--- src/rtl/dram_ctrl_pkg.sv ---
package dram_ctrl_pkg;

    // Sequencer states
    typedef enum logic [2:0] {
        ST_IDLE,
        ST_ROW,
        ST_RAS,
        ST_COL,
        ST_CAS,
        ST_PRE,
        ST_RROW,
        ST_RRAS
    } seq_state_e;

    // Address bus source
    typedef enum logic [1:0] {
        SEL_ROW,
        SEL_COL,
        SEL_REF
    } addr_sel_e;

endpackage

--- src/rtl/dram_ref_timer.sv ---
module dram_ref_timer #(
    parameter int IW = 16
) (
    input  logic          clk,
    input  logic          rst_n,
    input  logic [IW-1:0] interval,
    input  logic          grant,
    output logic          pend
);

    logic [IW-1:0] cnt_q;
    logic          pend_q;
    logic          fire;

    assign fire = (cnt_q >= interval);

    always_ff @(posedge clk) begin
        if (!rst_n) begin
            cnt_q  <= '0;
            pend_q <= 1'b0;
        end else begin
            if (fire) begin
                cnt_q <= '0;
            end else begin
                cnt_q <= cnt_q + 1'b1;
            end
            if (fire) begin
                pend_q <= 1'b1;
            end else if (grant) begin
                pend_q <= 1'b0;
            end
        end
    end

    assign pend = pend_q;


    pend_hold_chk: assert property (@(posedge clk) disable iff (!rst_n)
        (pend && !grant) |=> pend);

endmodule

--- src/rtl/dram_ref_row.sv ---
module dram_ref_row #(
    parameter int RW = 11
) (
    input  logic          clk,
    input  logic          rst_n,
    input  logic          bump,
    output logic [RW-1:0] row
);

    logic [RW-1:0] row_q;

    always_ff @(posedge clk) begin
        if (!rst_n) begin
            row_q <= '0;
        end else if (bump) begin
            row_q <= row_q + 1'b1;
        end
    end

    assign row = row_q;


    row_hold_chk: assert property (@(posedge clk) disable iff (!rst_n)
        !bump |=> $stable(row));


    row_wrap_chk: assert property (@(posedge clk) disable iff (!rst_n)
        (bump && (row == {RW{1'b1}})) |=> (row == '0));

endmodule

--- src/rtl/dram_addr_mux.sv ---
module dram_addr_mux
    import dram_ctrl_pkg::*;
#(
    parameter int RW = 11,
    parameter int CW = 11,
    parameter int PW = 11
) (
    input  addr_sel_e     sel,
    input  logic [RW-1:0] row,
    input  logic [CW-1:0] col,
    input  logic [RW-1:0] ref_row,
    output logic [PW-1:0] a
);

    always_comb begin
        unique case (sel)
            SEL_ROW: a = PW'(row);
            SEL_COL: a = PW'(col);
            SEL_REF: a = PW'(ref_row);
            default: a = '0;
        endcase
    end

endmodule

--- src/rtl/dram_seq.sv ---
module dram_seq
    import dram_ctrl_pkg::*;
#(
    parameter int RW      = 11,
    parameter int CW      = 11,
    parameter int DW      = 4,
    parameter int ROW_CYC = 1,
    parameter int RAS_CYC = 2,
    parameter int COL_CYC = 1,
    parameter int CAS_CYC = 2,
    parameter int PRE_CYC = 2,
    parameter int REF_CYC = 3
) (
    input  logic             clk,
    input  logic             rst_n,
    input  logic             req_valid,
    input  logic             req_write,
    input  logic [RW+CW-1:0] req_addr,
    input  logic [DW-1:0]    req_wdata,
    input  logic             ref_pend,
    output logic             req_ready,
    output logic             ref_grant,
    output logic             ref_bump,
    output addr_sel_e        sel,
    output logic [RW-1:0]    row_addr,
    output logic [CW-1:0]    col_addr,
    output logic             ras_n,
    output logic             cas_n,
    output logic             we_n,
    output logic             oe_n,
    output logic [DW-1:0]    dq_out,
    output logic             dq_oe,
    input  logic [DW-1:0]    dq_in,
    output logic             rsp_valid,
    output logic [DW-1:0]    rsp_rdata
);

    localparam int AW   = RW + CW;
    localparam int MA   = (ROW_CYC > RAS_CYC) ? ROW_CYC : RAS_CYC;
    localparam int MB   = (COL_CYC > CAS_CYC) ? COL_CYC : CAS_CYC;
    localparam int MC   = (PRE_CYC > REF_CYC) ? PRE_CYC : REF_CYC;
    localparam int MAB  = (MA > MB) ? MA : MB;
    localparam int MAXC = (MAB > MC) ? MAB : MC;
    localparam int TW   = $clog2(MAXC + 1);

    seq_state_e      state_q, state_d;
    logic [TW-1:0]   cnt_q;
    logic            phase_done;
    logic            accept, grant, bump;
    logic [RW-1:0]   row_q;
    logic [CW-1:0]   col_q;
    logic [DW-1:0]   wdata_q;
    logic            write_q;
    logic            rsp_valid_q;
    logic [DW-1:0]   rdata_q;

    // Cycles left in a phase after the entry cycle
    function automatic logic [TW-1:0] phase_len(seq_state_e s);
        case (s)
            ST_ROW, ST_RROW: return TW'(ROW_CYC - 1);
            ST_RAS:          return TW'(RAS_CYC - 1);
            ST_COL:          return TW'(COL_CYC - 1);
            ST_CAS:          return TW'(CAS_CYC - 1);
            ST_PRE:          return TW'(PRE_CYC - 1);
            ST_RRAS:         return TW'(REF_CYC - 1);
            default:         return '0;
        endcase
    endfunction

    assign phase_done = (cnt_q == '0);

    // Next state and arbitration
    always_comb begin
        state_d = state_q;
        accept  = 1'b0;
        grant   = 1'b0;
        bump    = 1'b0;
        unique case (state_q)
            ST_IDLE: begin
                if (ref_pend) begin
                    state_d = ST_RROW;
                    grant   = 1'b1;
                end else if (req_valid) begin
                    state_d = ST_ROW;
                    accept  = 1'b1;
                end
            end
            ST_ROW:  if (phase_done) state_d = ST_RAS;
            ST_RAS:  if (phase_done) state_d = ST_COL;
            ST_COL:  if (phase_done) state_d = ST_CAS;
            ST_CAS:  if (phase_done) state_d = ST_PRE;
            ST_PRE:  if (phase_done) state_d = ST_IDLE;
            ST_RROW: if (phase_done) state_d = ST_RRAS;
            ST_RRAS: begin
                if (phase_done) begin
                    state_d = ST_PRE;
                    bump    = 1'b1;
                end
            end
        endcase
    end

    // State register and phase counter
    always_ff @(posedge clk) begin
        if (!rst_n) begin
            state_q <= ST_IDLE;
            cnt_q   <= '0;
        end else begin
            state_q <= state_d;
            if (state_d != state_q) begin
                cnt_q <= phase_len(state_d);
            end else if (!phase_done) begin
                cnt_q <= cnt_q - 1'b1;
            end
        end
    end

    // Request capture
    always_ff @(posedge clk) begin
        if (!rst_n) begin
            row_q   <= '0;
            col_q   <= '0;
            wdata_q <= '0;
            write_q <= 1'b0;
        end else if (accept) begin
            row_q   <= req_addr[AW-1:CW];
            col_q   <= req_addr[CW-1:0];
            wdata_q <= req_wdata;
            write_q <= req_write;
        end
    end

    // Read capture on the last column-strobe cycle
    always_ff @(posedge clk) begin
        if (!rst_n) begin
            rsp_valid_q <= 1'b0;
            rdata_q     <= '0;
        end else begin
            rsp_valid_q <= (state_q == ST_CAS) && phase_done && !write_q;
            if ((state_q == ST_CAS) && phase_done && !write_q) begin
                rdata_q <= dq_in;
            end
        end
    end

    // Pin decode
    always_comb begin
        ras_n = 1'b1;
        cas_n = 1'b1;
        we_n  = 1'b1;
        oe_n  = 1'b1;
        dq_oe = 1'b0;
        sel   = SEL_ROW;
        unique case (state_q)
            ST_IDLE, ST_PRE, ST_ROW: begin
                sel = SEL_ROW;
            end
            ST_RAS: begin
                ras_n = 1'b0;
            end
            ST_COL: begin
                ras_n = 1'b0;
                sel   = SEL_COL;
            end
            ST_CAS: begin
                ras_n = 1'b0;
                cas_n = 1'b0;
                sel   = SEL_COL;
                we_n  = !write_q;
                oe_n  = write_q;
                dq_oe = write_q;
            end
            ST_RROW: begin
                sel = SEL_REF;
            end
            ST_RRAS: begin
                ras_n = 1'b0;
                sel   = SEL_REF;
            end
        endcase
    end

    assign req_ready = accept;
    assign ref_grant = grant;
    assign ref_bump  = bump;
    assign row_addr  = row_q;
    assign col_addr  = col_q;
    assign dq_out    = wdata_q;
    assign rsp_valid = rsp_valid_q;
    assign rsp_rdata = rdata_q;


    cas_under_ras_chk: assert property (@(posedge clk) disable iff (!rst_n)
        !cas_n |-> !ras_n);


    dq_drive_chk: assert property (@(posedge clk) disable iff (!rst_n)
        dq_oe |-> (!we_n && !cas_n && !ras_n));


    rsp_after_read_chk: assert property (@(posedge clk) disable iff (!rst_n)
        rsp_valid |-> $past(!cas_n && !oe_n));


    ack_pulse_chk: assert property (@(posedge clk) disable iff (!rst_n)
        req_ready |=> !req_ready);


    ack_yields_chk: assert property (@(posedge clk) disable iff (!rst_n)
        req_ready |-> !ref_pend);


    refresh_no_cas_chk: assert property (@(posedge clk) disable iff (!rst_n)
        (sel == SEL_REF) |-> cas_n);

endmodule

--- src/rtl/dram_ctrl.sv ---
module dram_ctrl
    import dram_ctrl_pkg::*;
#(
    parameter int ROW_BITS  = 11,
    parameter int COL_BITS  = 11,
    parameter int DATA_BITS = 4,
    parameter int IVL_BITS  = 16,
    parameter int ROW_CYC   = 1,
    parameter int RAS_CYC   = 2,
    parameter int COL_CYC   = 1,
    parameter int CAS_CYC   = 2,
    parameter int PRE_CYC   = 2,
    parameter int REF_CYC   = 3,
    localparam int ADDR_BITS = ROW_BITS + COL_BITS,
    localparam int PIN_BITS  = (ROW_BITS > COL_BITS) ? ROW_BITS : COL_BITS
) (
    input  logic                 clk,
    input  logic                 rst_n,
    input  logic [IVL_BITS-1:0]  refresh_interval,
    input  logic                 req_valid,
    input  logic                 req_write,
    input  logic [ADDR_BITS-1:0] req_addr,
    input  logic [DATA_BITS-1:0] req_wdata,
    output logic                 req_ready,
    output logic                 rsp_valid,
    output logic [DATA_BITS-1:0] rsp_rdata,
    output logic [PIN_BITS-1:0]  dram_a,
    output logic                 dram_ras_n,
    output logic                 dram_cas_n,
    output logic                 dram_we_n,
    output logic                 dram_oe_n,
    output logic [DATA_BITS-1:0] dram_dq_out,
    output logic                 dram_dq_oe,
    input  logic [DATA_BITS-1:0] dram_dq_in
);

    logic                ref_pend, ref_grant, ref_bump;
    logic [ROW_BITS-1:0] ref_row;
    logic [ROW_BITS-1:0] acc_row;
    logic [COL_BITS-1:0] acc_col;
    addr_sel_e           addr_sel;

    dram_ref_timer #(.IW(IVL_BITS)) u_timer (
        .clk      (clk),
        .rst_n    (rst_n),
        .interval (refresh_interval),
        .grant    (ref_grant),
        .pend     (ref_pend)
    );

    dram_ref_row #(.RW(ROW_BITS)) u_ref_row (
        .clk   (clk),
        .rst_n (rst_n),
        .bump  (ref_bump),
        .row   (ref_row)
    );

    dram_seq #(
        .RW      (ROW_BITS),
        .CW      (COL_BITS),
        .DW      (DATA_BITS),
        .ROW_CYC (ROW_CYC),
        .RAS_CYC (RAS_CYC),
        .COL_CYC (COL_CYC),
        .CAS_CYC (CAS_CYC),
        .PRE_CYC (PRE_CYC),
        .REF_CYC (REF_CYC)
    ) u_seq (
        .clk       (clk),
        .rst_n     (rst_n),
        .req_valid (req_valid),
        .req_write (req_write),
        .req_addr  (req_addr),
        .req_wdata (req_wdata),
        .ref_pend  (ref_pend),
        .req_ready (req_ready),
        .ref_grant (ref_grant),
        .ref_bump  (ref_bump),
        .sel       (addr_sel),
        .row_addr  (acc_row),
        .col_addr  (acc_col),
        .ras_n     (dram_ras_n),
        .cas_n     (dram_cas_n),
        .we_n      (dram_we_n),
        .oe_n      (dram_oe_n),
        .dq_out    (dram_dq_out),
        .dq_oe     (dram_dq_oe),
        .dq_in     (dram_dq_in),
        .rsp_valid (rsp_valid),
        .rsp_rdata (rsp_rdata)
    );

    dram_addr_mux #(
        .RW (ROW_BITS),
        .CW (COL_BITS),
        .PW (PIN_BITS)
    ) u_amux (
        .sel     (addr_sel),
        .row     (acc_row),
        .col     (acc_col),
        .ref_row (ref_row),
        .a       (dram_a)
    );

endmodule

--- config.mk ---
export PLATFORM = sky130hd
export DESIGN_NAME = dram_ctrl
export DESIGN_NICKNAME = d
export VERILOG_FILES = /design/src/rtl/dram_ctrl_pkg.sv /design/src/rtl/dram_ref_timer.sv /design/src/rtl/dram_ref_row.sv /design/src/rtl/dram_addr_mux.sv /design/src/rtl/dram_seq.sv /design/src/rtl/dram_ctrl.sv
export SDC_FILE = /design/constraint.sdc
export NUM_CORES = 1
export LEC_CHECK = 0
export CAP_MARGIN = 5
export CORE_ASPECT_RATIO = 0.9
export CORE_MARGIN = 2
export CORE_UTILIZATION = 35
export CTS_CLUSTER_SIZE = 25
export DETAILED_ROUTE_END_ITERATION = 7
export DONT_BUFFER_PORTS = 1
export HOLD_SLACK_MARGIN = 0.02
export PLACE_DENSITY = 0.46
export SLEW_MARGIN = 5
export SYNTH_ARGS = -nofsm -noshare
export SYNTH_HDL_FRONTEND = slang
export SYNTH_SLANG_ARGS = --single-unit
--- constraint.sdc ---
create_clock -name clk -period 2.3 [get_ports clk]
set_input_delay 0.115 -clock clk [delete_from_list [all_inputs] [get_ports clk]]
set_output_delay 0.115 -clock clk [all_outputs]
set_load 0.05 [all_outputs]
==> run_results.csv, run 1 <==
group,metric,value,unit
outcome,status,"complete, no violations",
finish,fin_area,3940,um^2
global_route,gr-usage-met1,0.229,
setup_path,slowest_delay,560,ps
detailed_routing,vias_per_cell,4.84,
global_route,grtUsageTotal,0.166,
worst_hold_path,min_path_cells,5,
yosys,yosysTopAreaCellShare,0.407,
pwr,pwr-share-clk,0.232,
clocking,cts_sinks,65,
timing,min_period,2080,ps
detailed_routing,wirelength,7.89,mm
setup_path,critPathKind,"reg -> out",
timing,hold_violations,0,
detailed_routing,first_iter_violations,132,
flow_run,drv_cap,0,
finish,drive_above_1_share,0.101,
global_route,grt.busiest_layer,"met2",
timing,post-route-period-util,0.905,
yosys,syn_area_per_cell,7.74,um^2
pwr,p_switching,1.65,mW
die,dieArea,9920,um^2
die,core.rowCount,33,
placed_design,portBuffers,0,
setup_path,end_kind,"output pin",
clocking,postCtsSetupBuffers,0,
setup_path,rrSetupSlack,490,ps
yosys,syn_area,3200,um^2
yosys,synth_cell_types,41,
setup_path,cp_max_fo,14,
setup_path,critPathSlowestCell,"or3b_2",
setup_path,cpMostUsedCell,"nor2_1",
finish,fin_nets,528,
yosys,synth_nets,482,
timing,clock_skew,12.3,ps
detailed_routing,dr_total_vias,2837,
setup_path,worstReg2RegEnd,"u_ref_row.row[5]",
clocking,cts_max_level,3,
finish,area_delta_synth_final,23.2,%
setup_path,crit_cells,5,
clocking,clk_latency,340,ps
yosys,yosysTopAreaCell,"dfxtp_1",
detailed_routing,dr.pass1.iters,4,
global_route,grt_max_degree,49,
global_route,use_met2,0.242,
die,io_pins,76,
timing,setup_viol,0,
timing,fmax,0.481,GHz
die,core,9000,um^2
setup_path,crit_chain,"or3b_2 -> o21a_2 -> nor2_1 -> nor2_1 -> buf_4",
global_route,antenna_found_initial,0,
pwr,p_leak,1.62,nW
global_route,grt_pass1_vias,2634,
pwr,switching_share,0.429,
setup_path,cp.arrival,1970,ps
setup_path,cp_top_family,"simple AND/OR/NAND/NOR gates",
pwr,combPwrFrac,0.384,
finish,antennaDiodeCount,0,
setup_path,worst-path-buf-inv,1,
setup_path,crit_end,"dram_a[8]",
clocking,numCtsBuffers,9,
timing,final-max-slew-violation-count,0,
placed_design,place_area,3440,um^2
placed_design,dpl.cell_count,538,
die,die_h,94.7,um
worst_hold_path,hold_path.class,"in -> reg",
setup_path,cp.required,2180,ps
pwr,cellPowerDensity,974,nW/um^2
die,start_util,0.355,
timing,fin_tns_setup,0,ps
yosys,synthTopCellsByArea,"dfxtp_1 41%, nand2_1 9.0%, ha_1 7.4%",
placed_design,hpwl,5.45,mm
detailed_routing,wl_per_cell,13.5,um
setup_path,crit_path_start_kind,"flop",
die,die_w,105,um
yosys,ys_seq_area_frac,0.407,
setup_path,r2r_cells,4,
pwr,irDropWorstVdd,0.625,mV
clocking,cts_tree,"built",
yosys,ys_seq_elements,65,
detailed_routing,postRouteAntennaNets,0,
detailed_routing,drc,0,
placed_design,place_congestion,0.843,
pwr,sequentialPowerShare,0.385,
timing,relSlewSlack,0.650,
global_route,overflow,0,
yosys,yosys_warnings,0,
setup_path,startpoint,"u_seq.state_q[0]",
setup_path,rr_startpoint,"u_seq.state_q[1]",
clocking,path_clk_slew,70,ps
clocking,clock_path_buffers,2,
global_route,met3_usage,0.0469,
yosys,syn_inst,413,
timing,rsz0062_at_grt,"false",
global_route,grt_first_pass_wirelength,13.1,mm
pwr,internal_power,2.19,mW
timing,worst_pin_slew,524,ps
finish,layoutNonFillerInstCount,586,
clocking,clockRootBuffer,"clkbuf_8",
-- cell type report --
class                           instances  area, um^2
Clock buffer                           12         155
Clock inverter                          4        27.5
Fill cell                             949        5060
Inverter                               24        90.1
Multi-Input combinational cell        304        1720
Sequential cell                        65        1300
Tap cell                              122         153
Timing Repair Buffer                   55         493
-- worst min path at each step --
stage | to | slack, ps | startpoint
after detailed placement | u_timer.pend | 250 | rst_n
after floorplan | u_timer.pend | 240 | rst_n
final | u_seq.cnt_q[0] | 170 | req_valid
after global placement | u_timer.pend | 250 | rst_n
after CTS | u_seq.cnt_q[0] | 160 | req_valid
after global routing | u_seq.cnt_q[0] | 190 | req_valid
-- power by group through the flow --
stage	Sequential (mW)	Clock, mW	Combinational (mW)
floorplan	1.43	0	1.14
global placement	1.50	0	1.43
detailed placement	1.50	0	1.44
CTS	1.48	0.922	1.49
global route	1.50	0.970	1.63
finish	1.48	0.890	1.47
-- metal layers --
layer  up-vias  part of all wire
met5         -                 0
met4         0             0.017
met3        10             0.057
met2        77              0.42
met1      1277              0.50
li1       1473                 -
-- synth_stat cells, drive strengths merged --
master / count
nand2: 77
dfxtp: 65
nor2: 63
a21oi: 41
inv: 24
ha: 19
nand3: 17
xor2: 14
o22ai: 11
buf: 10
clkbuf: 10
xnor2: 10
o21ai: 8
nand4: 7
nor3: 4
o211ai: 4
and4: 3
nor2b: 3
o21a: 3
a211oi: 2
and3: 2
o21bai: 2
or3: 2
a2111oi: 1
a211o: 1
a21o: 1
a31oi: 1
a32oi: 1
mux2: 1
mux2i: 1
nand2b: 1
nand3b: 1
o221ai: 1
o31a: 1
or3b: 1
-- kinds of logic after synthesis --
logic type,after synthesis,synth area share
adders and majority gates,19,0.0743
AOI/OAI and AO/OA,78,0.144
and+or+nand+nor,181,0.247
muxes,2,0.00665
xor gates and xnor gates,24,0.0657
DFF,65,0.407
buffers and inverters,44,0.0556
-- flip-flops by register name (all words and copies together) (netlist names) --
| signal | flops |
|---|---|
| u_seq.cnt_q | 2 |
| u_seq.col_addr | 11 |
| u_timer.pend | 1 |
| u_seq.dq_out | 4 |
| u_seq.rsp_valid | 1 |
| u_seq.row_addr | 11 |
| u_ref_row.row | 11 |
| u_seq.write_q | 1 |
| u_timer.cnt_q | 16 |
| u_seq.rsp_rdata | 4 |
| u_seq.state_q | 3 |
-- layout by cell type, fill, tap and decap left out, drive strengths merged, types with 2 or more instances in the layout --
cell / instances
clkbuf: 12
nand3: 17
dfxtp: 65
o21bai: 2
o21ai: 8
ha: 19
nor2b: 3
a211oi: 2
o211ai: 4
nor2: 63
xor2: 14
xnor2: 10
a21oi: 41
nand4: 7
o21a: 3
nand2: 77
nor3: 4
o22ai: 11
and3: 2
or3: 2
and4: 3
clkinvlp: 3
dlygate4sd3: 32
inv: 24
buf: 23
-- timing repair --
item / 4_1_cts / 5_1_grt
hold buffers: 32 / 0
endpoints found under the hold margin: 32 / 0
setup endpoints to repair: 0 / 11
resized for setup: 0 / 2
-- stage by stage --
step                       util  hold WS [ps]  total power, mW  setup slack [ps]
final                     0.438           172             3.84               219
after global routing      0.438           186             4.10              44.4
after CTS                 0.438           155             3.89              36.1
after detailed placement  0.382           252             2.94               421
after global placement    0.382           247             2.93               486
after floorplan               -           243             2.57               299
-- worst register-to-register path, delay by kind of cell, from the launching register on --
family	cells	cell delay (ps)
simple gates	3	1020
compound gates	1	140
flops	1	580
(Power assumes the default switching activity.)
==> run 2, diff against run 1 <==
--- a/config.mk
+++ b/config.mk
@@ -6,15 +6,18 @@
 export NUM_CORES = 1
 export LEC_CHECK = 0
 export CAP_MARGIN = 5
-export CORE_ASPECT_RATIO = 0.9
+export CELL_PAD_IN_SITES_DETAIL_PLACEMENT = 0
+export CELL_PAD_IN_SITES_GLOBAL_PLACEMENT = 1
+export CORE_ASPECT_RATIO = 0.8
 export CORE_MARGIN = 2
 export CORE_UTILIZATION = 35
 export CTS_CLUSTER_SIZE = 25
 export DETAILED_ROUTE_END_ITERATION = 7
 export DONT_BUFFER_PORTS = 1
 export HOLD_SLACK_MARGIN = 0.02
-export PLACE_DENSITY = 0.46
+export PLACE_DENSITY = 0.6
 export SLEW_MARGIN = 5
 export SYNTH_ARGS = -nofsm -noshare
 export SYNTH_HDL_FRONTEND = slang
 export SYNTH_SLANG_ARGS = --single-unit
+export TNS_END_PERCENT = 30
==> run_results.csv, run 2 (same netlist as run 1, synthesis figures left out) <==
group,metric,value,unit
pwr,irDropWorstVdd,0.573,mV
detailed_routing,postRouteAntennaNets,0,
pwr,switching_share,0.376,
timing,min_period,2060,ps
pwr,p_total,4.45,mW
clocking,clk_latency,330,ps
setup_path,crit_chain,"or3b_2 -> o21a_2 -> nor2_1 -> nor2_1 -> buf_4",
die,start_util,0.357,
pwr,sequentialPowerShare,0.332,
finish,antennaDiodeCount,0,
detailed_routing,wl_per_cell,13.5,um
setup_path,critPathSlowestCell,"or3b_2",
detailed_routing,first_iter_violations,119,
placed_design,dp_worst_setup_slack,357,ps
setup_path,cp.required,2180,ps
setup_path,cp_top_family,"simple AND/OR/NAND/NOR gates",
timing,clock_skew,4.97,ps
pwr,internal_power,2.78,mW
clocking,path_clk_slew,50,ps
finish,drive_above_1_share,0.0974,
setup_path,worst-path-buf-inv,1,
placed_design,place_congestion,0.773,
timing,finalWorstSetupSlack,239,ps
global_route,overflow,0,
pwr,cellPowerDensity,1090,nW/um^2
clocking,cts_sinks,65,
detailed_routing,dr.pass1.iters,4,
die,io_pins,76,
setup_path,cpMostUsedCell,"nor2_1",
placed_design,dpl.cell_count,530,
timing,final-max-slew-violation-count,0,
finish,regMostFlops,"u_timer.cnt_q",
die,die_h,89.5,um
timing,hold_violations,0,
setup_path,slowest_delay,570,ps
pwr,p_leak,1.69,nW
clocking,cts_tree,"built",
die,core.rowCount,31,
finish,fin_util,0.455,
timing,post-route-period-util,0.896,
placed_design,portBuffers,0,
global_route,grtUsageTotal,0.164,
outcome,status,"complete, no violations",
detailed_routing,dr_total_vias,2820,
clocking,clock_path_buffers,2,
detailed_routing,wirelength,7.81,mm
pwr,pwr-share-clk,0.336,
finish,largest_reg_flops,16,
pwr,combPwrFrac,0.332,
die,die_w,111,um
setup_path,cp_max_fo,14,
global_route,grt_pass1_vias,2624,
finish,area_delta_synth_final,27.3,%
global_route,grt_max_degree,49,
timing,fin_tns_setup,0,ps
clocking,clockRootBuffer,"clkbuf_16",
die,core,8960,um^2
global_route,antenna_found_initial,0,
global_route,grt_first_pass_wirelength,12.8,mm
pwr,p_switching,1.67,mW
timing,rsz0062_at_grt,"false",
setup_path,cp.arrival,1950,ps
finish,fin_nets,527,
timing,relSlewSlack,0.641,
placed_design,hpwl,5.37,mm
clocking,cts_max_level,3,
flow_run,drv_cap,0,
timing,worst_pin_slew,538,ps
detailed_routing,drc,0,
finish,layout_commonest_cell,"nand2_1",
setup_path,critPathKind,"reg -> out",
detailed_routing,vias_per_cell,4.89,
die,dieArea,9920,um^2
clocking,numCtsBuffers,9,
setup_path,crit_path_start_kind,"flop",
finish,layoutNonFillerInstCount,577,
setup_path,end_kind,"output pin",
worst_hold_path,hold_path.class,"in -> reg",
finish,final_cell_mix,"77 x nand2_1, 64 x dfxtp_1, 62 x nor2_1",
timing,setup_viol,0,
timing,fmax,0.485,GHz
run 2: per-layer routing:
| layer | part of all wire | up-vias | wire (um) | track usage |
|---|---|---|---|---|
| met1 | 0.51 | 1266 | 3980 | 0.219 |
| met3 | 0.053 | 7 | 411 | 0.0569 |
| met2 | 0.43 | 67 | 3330 | 0.255 |
| li1 | - | 1480 | - | - |
| met5 | 0 | - | 0 | 0 |
| met4 | 0.011 | 0 | 87 | 0.0477 |
run 2: path summary, 6_finish.rpt:
path         slack (ps)  depth (start not counted)         startpoint           endpoint
max                 240                          5   u_seq.state_q[0]          dram_a[3]
min                 190                          5          req_valid     u_seq.cnt_q[0]
max reg2reg         370                          6   u_timer.cnt_q[5]   u_timer.cnt_q[6]
min reg2reg         450                          2  u_seq.col_addr[2]  u_seq.col_addr[2]
run 2: worst reg2reg max path: stages, from the launching register on:
cell and delay [ps]:
dfxtp_1 420, ha_1 280, a211o_1 270, a2111oi_2 330, o21bai_1 240, buf_4 220
nor2_1 100
run 2: final cells by class:
type                            instances  area (um^2)
Tap cell                              115          144
Fill cell                             932         4890
Multi-Input combinational cell        304         1720
Sequential cell                        65         1300
Timing Repair Buffer                   54          485
Clock inverter                          2         60.1
Clock buffer                           13          270
Inverter                               24         90.1
run 2: power by group through the flow:
stage	logic [mW]	clock network, mW	registers (mW)
2_1_floorplan	1.14	0	1.43
3_3_place_gp	1.44	0	1.50
3_5_place_dp	1.45	0	1.50
4_1_cts	1.50	1.54	1.48
5_1_grt	1.64	1.59	1.50
6_report	1.48	1.50	1.48
run 2: metrics by stage:
| stage | area (um^2) | hold slack (ps) |
|---|---|---|
| floorplan | 3200 | 243 |
| global placement | 3420 | 249 |
| detailed placement | 3420 | 247 |
| CTS | 4070 | 198 |
| global route | 4070 | 229 |
| finish | 4070 | 195 |
run 2: what timing repair did:
action	CTS	global route
hold endpoints to repair	32	0
gates resized for setup	0	2
buffers inserted	0	0
setup endpoints to repair	0	11
hold buffers	32	0
==> run 3, diff against run 2 <==
--- a/config.mk
+++ b/config.mk
@@ -10,12 +10,12 @@
 export CELL_PAD_IN_SITES_GLOBAL_PLACEMENT = 1
 export CORE_ASPECT_RATIO = 0.8
 export CORE_MARGIN = 2
-export CORE_UTILIZATION = 35
+export CORE_UTILIZATION = 45
 export CTS_CLUSTER_SIZE = 25
 export DETAILED_ROUTE_END_ITERATION = 7
 export DONT_BUFFER_PORTS = 1
 export HOLD_SLACK_MARGIN = 0.02
-export PLACE_DENSITY = 0.6
+export PLACE_DENSITY = 0.75
 export SLEW_MARGIN = 5
 export SYNTH_ARGS = -nofsm -noshare
 export SYNTH_HDL_FRONTEND = slang
==> constraint.sdc (replaced) <==
create_clock -name clk -period 1.9 [get_ports clk]
set_input_delay 0.095 -clock clk [delete_from_list [all_inputs] [get_ports clk]]
set_output_delay 0.095 -clock clk [all_outputs]
set_load 0.05 [all_outputs]
==> run_results.csv, run 3 (same netlist as run 1, synthesis figures left out) <==
group,metric,value,unit
outcome,status,"complete, no violations",
worst_hold_path,min_from,"req_valid",
die,start_util,0.464,
timing,hold_ws,104,ps
global_route,overflow,0,
clocking,cts_max_level,3,
setup_path,worst-path-buf-inv,1,
die,core.rowCount,27,
finish,fillCellCount,660,
die,io_pins,76,
setup_path,rrSetupSlack,160,ps
detailed_routing,dr_total_vias,2928,
setup_path,rr_startpoint,"u_timer.cnt_q[9]",
finish,fin_util,0.607,
finish,area_delta_synth_final,30.9,%
finish,layoutNonFillerInstCount,562,
setup_path,slowest_delay,420,ps
die,die_h,79.4,um
clocking,clockRootBuffer,"clkbuf_8",
finish,layout_commonest_cell,"nand2_1",
placed_design,place_congestion,0.828,
timing,final-max-slew-violation-count,0,
placed_design,hpwl,5.24,mm
timing,min_period,1800,ps
die,die_w,98.3,um
pwr,p_total,5.48,mW
setup_path,critPathSlowestCell,"or3b_4",
timing,fmax,0.554,GHz
setup_path,cp.required,1800,ps
placed_design,dp_worst_setup_slack,164,ps
global_route,grt_pass1_vias,2795,
pwr,irDropWorstVdd,0.833,mV
timing,hold_violations,0,
timing,finalWorstSetupSlack,95.2,ps
setup_path,cp_top_family,"simple AND/OR/NAND/NOR gates",
finish,drive_above_1_share,0.137,
setup_path,crit_path_start_kind,"flop",
flow_run,drv_cap,0,
clocking,clock_path_buffers,2,
clocking,postCtsSetupBuffers,0,
detailed_routing,wirelength,7.85,mm
global_route,grtUsageTotal,0.211,
setup_path,cpMostUsedCell,"nor2_1",
timing,clock_skew,9.10,ps
timing,relSlewSlack,0.640,
setup_path,cp_max_fo,11,
pwr,cellPowerDensity,1310,nW/um^2
detailed_routing,wl_per_cell,14.0,um
die,dieArea,7800,um^2
timing,worst_pin_slew,540,ps
detailed_routing,dr.pass1.iters,4,
finish,regMostFlops,"u_timer.cnt_q",
clocking,clk_latency,340,ps
finish,final_cell_mix,"76 x nand2_1, 63 x dfxtp_1, 59 x nor2_1",
setup_path,r2r_cells,7,
worst_hold_path,hold_end,"u_seq.dq_out[2]",
setup_path,crit_chain,"or3b_4 -> o21a_4 -> nor2_1 -> nor2_1 -> buf_4",
detailed_routing,vias_per_cell,5.21,
setup_path,cp.arrival,1710,ps
setup_path,critPathKind,"reg -> out",
global_route,antenna_found_initial,0,
placed_design,dpl.cell_count,513,
clocking,cts_sinks,65,
finish,fin_nets,539,
detailed_routing,postRouteAntennaNets,0,
detailed_routing,drc,0,
finish,largest_reg_flops,16,
finish,antennaDiodeCount,0,
timing,post-route-period-util,0.950,
timing,setup_viol,0,
pwr,p_leak,1.77,nW
setup_path,worstReg2RegEnd,"u_timer.cnt_q[2]",
clocking,cts_tree,"built",
global_route,grt_max_degree,49,
die,core,6890,um^2
worst_hold_path,min_path_cells,4,
clocking,path_clk_slew,80,ps
detailed_routing,first_iter_violations,102,
setup_path,end_kind,"output pin",
timing,rsz0062_at_grt,"true",
placed_design,portBuffers,0,
worst_hold_path,hold_path.class,"in -> reg",
global_route,grt_first_pass_wirelength,13.1,mm
clocking,numCtsBuffers,9,
==> run 3: cell types whose count changed in the layout (fill, tap and decap cells not counted), sizes merged <==
| cell | previous run | this run |
|---|---|---|
| buf | 22 | 33 |
| bufinv | 2 | 5 |
| clkbuf | 13 | 11 |
| clkinv | 0 | 1 |
==> run 3: metrics by stage <==
| step | TNS, ps | area [um^2] |
|---|---|---|
| final | 0 | 4190 |
| after global routing | -5.00 | 4190 |
| after CTS | 0 | 4150 |
| after detailed placement | 0 | 3510 |
| after global placement | 0 | 3510 |
| after floorplan | -566 | 3210 |
==> run 3: routing by layer <==
layer  vias up  GRT usage  share of wire
met3         7     0.0709          0.069
met5         -          0              0
met2       100      0.327           0.43
met4         0     0.0534         0.0087
li1       1497          -              -
met1      1324      0.284           0.49
==> run 3: worst max-delay path by stage <==
stage	startpoint	to	slack [ps]	depth (start not counted)
2_1_floorplan	u_seq.state_q[0]	dram_a[3]	-80	5
3_3_place_gp	u_seq.state_q[1]	dram_a[6]	170	5
3_5_place_dp	u_timer.cnt_q[1]	u_timer.cnt_q[2]	160	7
4_1_cts	u_seq.state_q[2]	dram_a[1]	20	5
5_1_grt	u_seq.state_q[2]	req_ready	-5	5
6_report	u_seq.state_q[2]	dram_a[6]	100	5
==> run 3: layout make-up <==
class                   count  area [um^2]  share of cell area
inverters                  24          104              0.0248
flip-flops and latches     65         1300               0.311
multi-input cells         304         1770               0.424
repair inverters            1         6.26             0.00149
clock buffers              11          151              0.0362
well taps                  87          109              0.0260
clock inverters             5          125              0.0299
repair buffers             65          613               0.146
==> run 3: worst register-to-register path: stages (launching register included) <==
cell and delay, ps:
dfxtp_1 320, ha_1 290, a211oi_1 290, o21a_1 210, o211ai_1 90, o21bai_1 180, buf_4 190, nor2_1 110
==> run 3: report_power, final <==
group | switching (mW) | total [mW] | internal (mW)
Clock | 0.541 | 1.62 | 1.07
Sequential | 0.219 | 1.76 | 1.54
Combinational | 1.34 | 2.11 | 0.772
Total | 2.10 | 5.48 | 3.39
==> run 3: timing repair <==
action / in CTS / in global routing
hold buffers: 32 / 0
hold endpoints to repair: 32 / 0
gates cloned: 1 / 0
setup endpoints to repair: 12 / 28
gates resized for setup: 9 / 7
pin swaps: 0 / 1
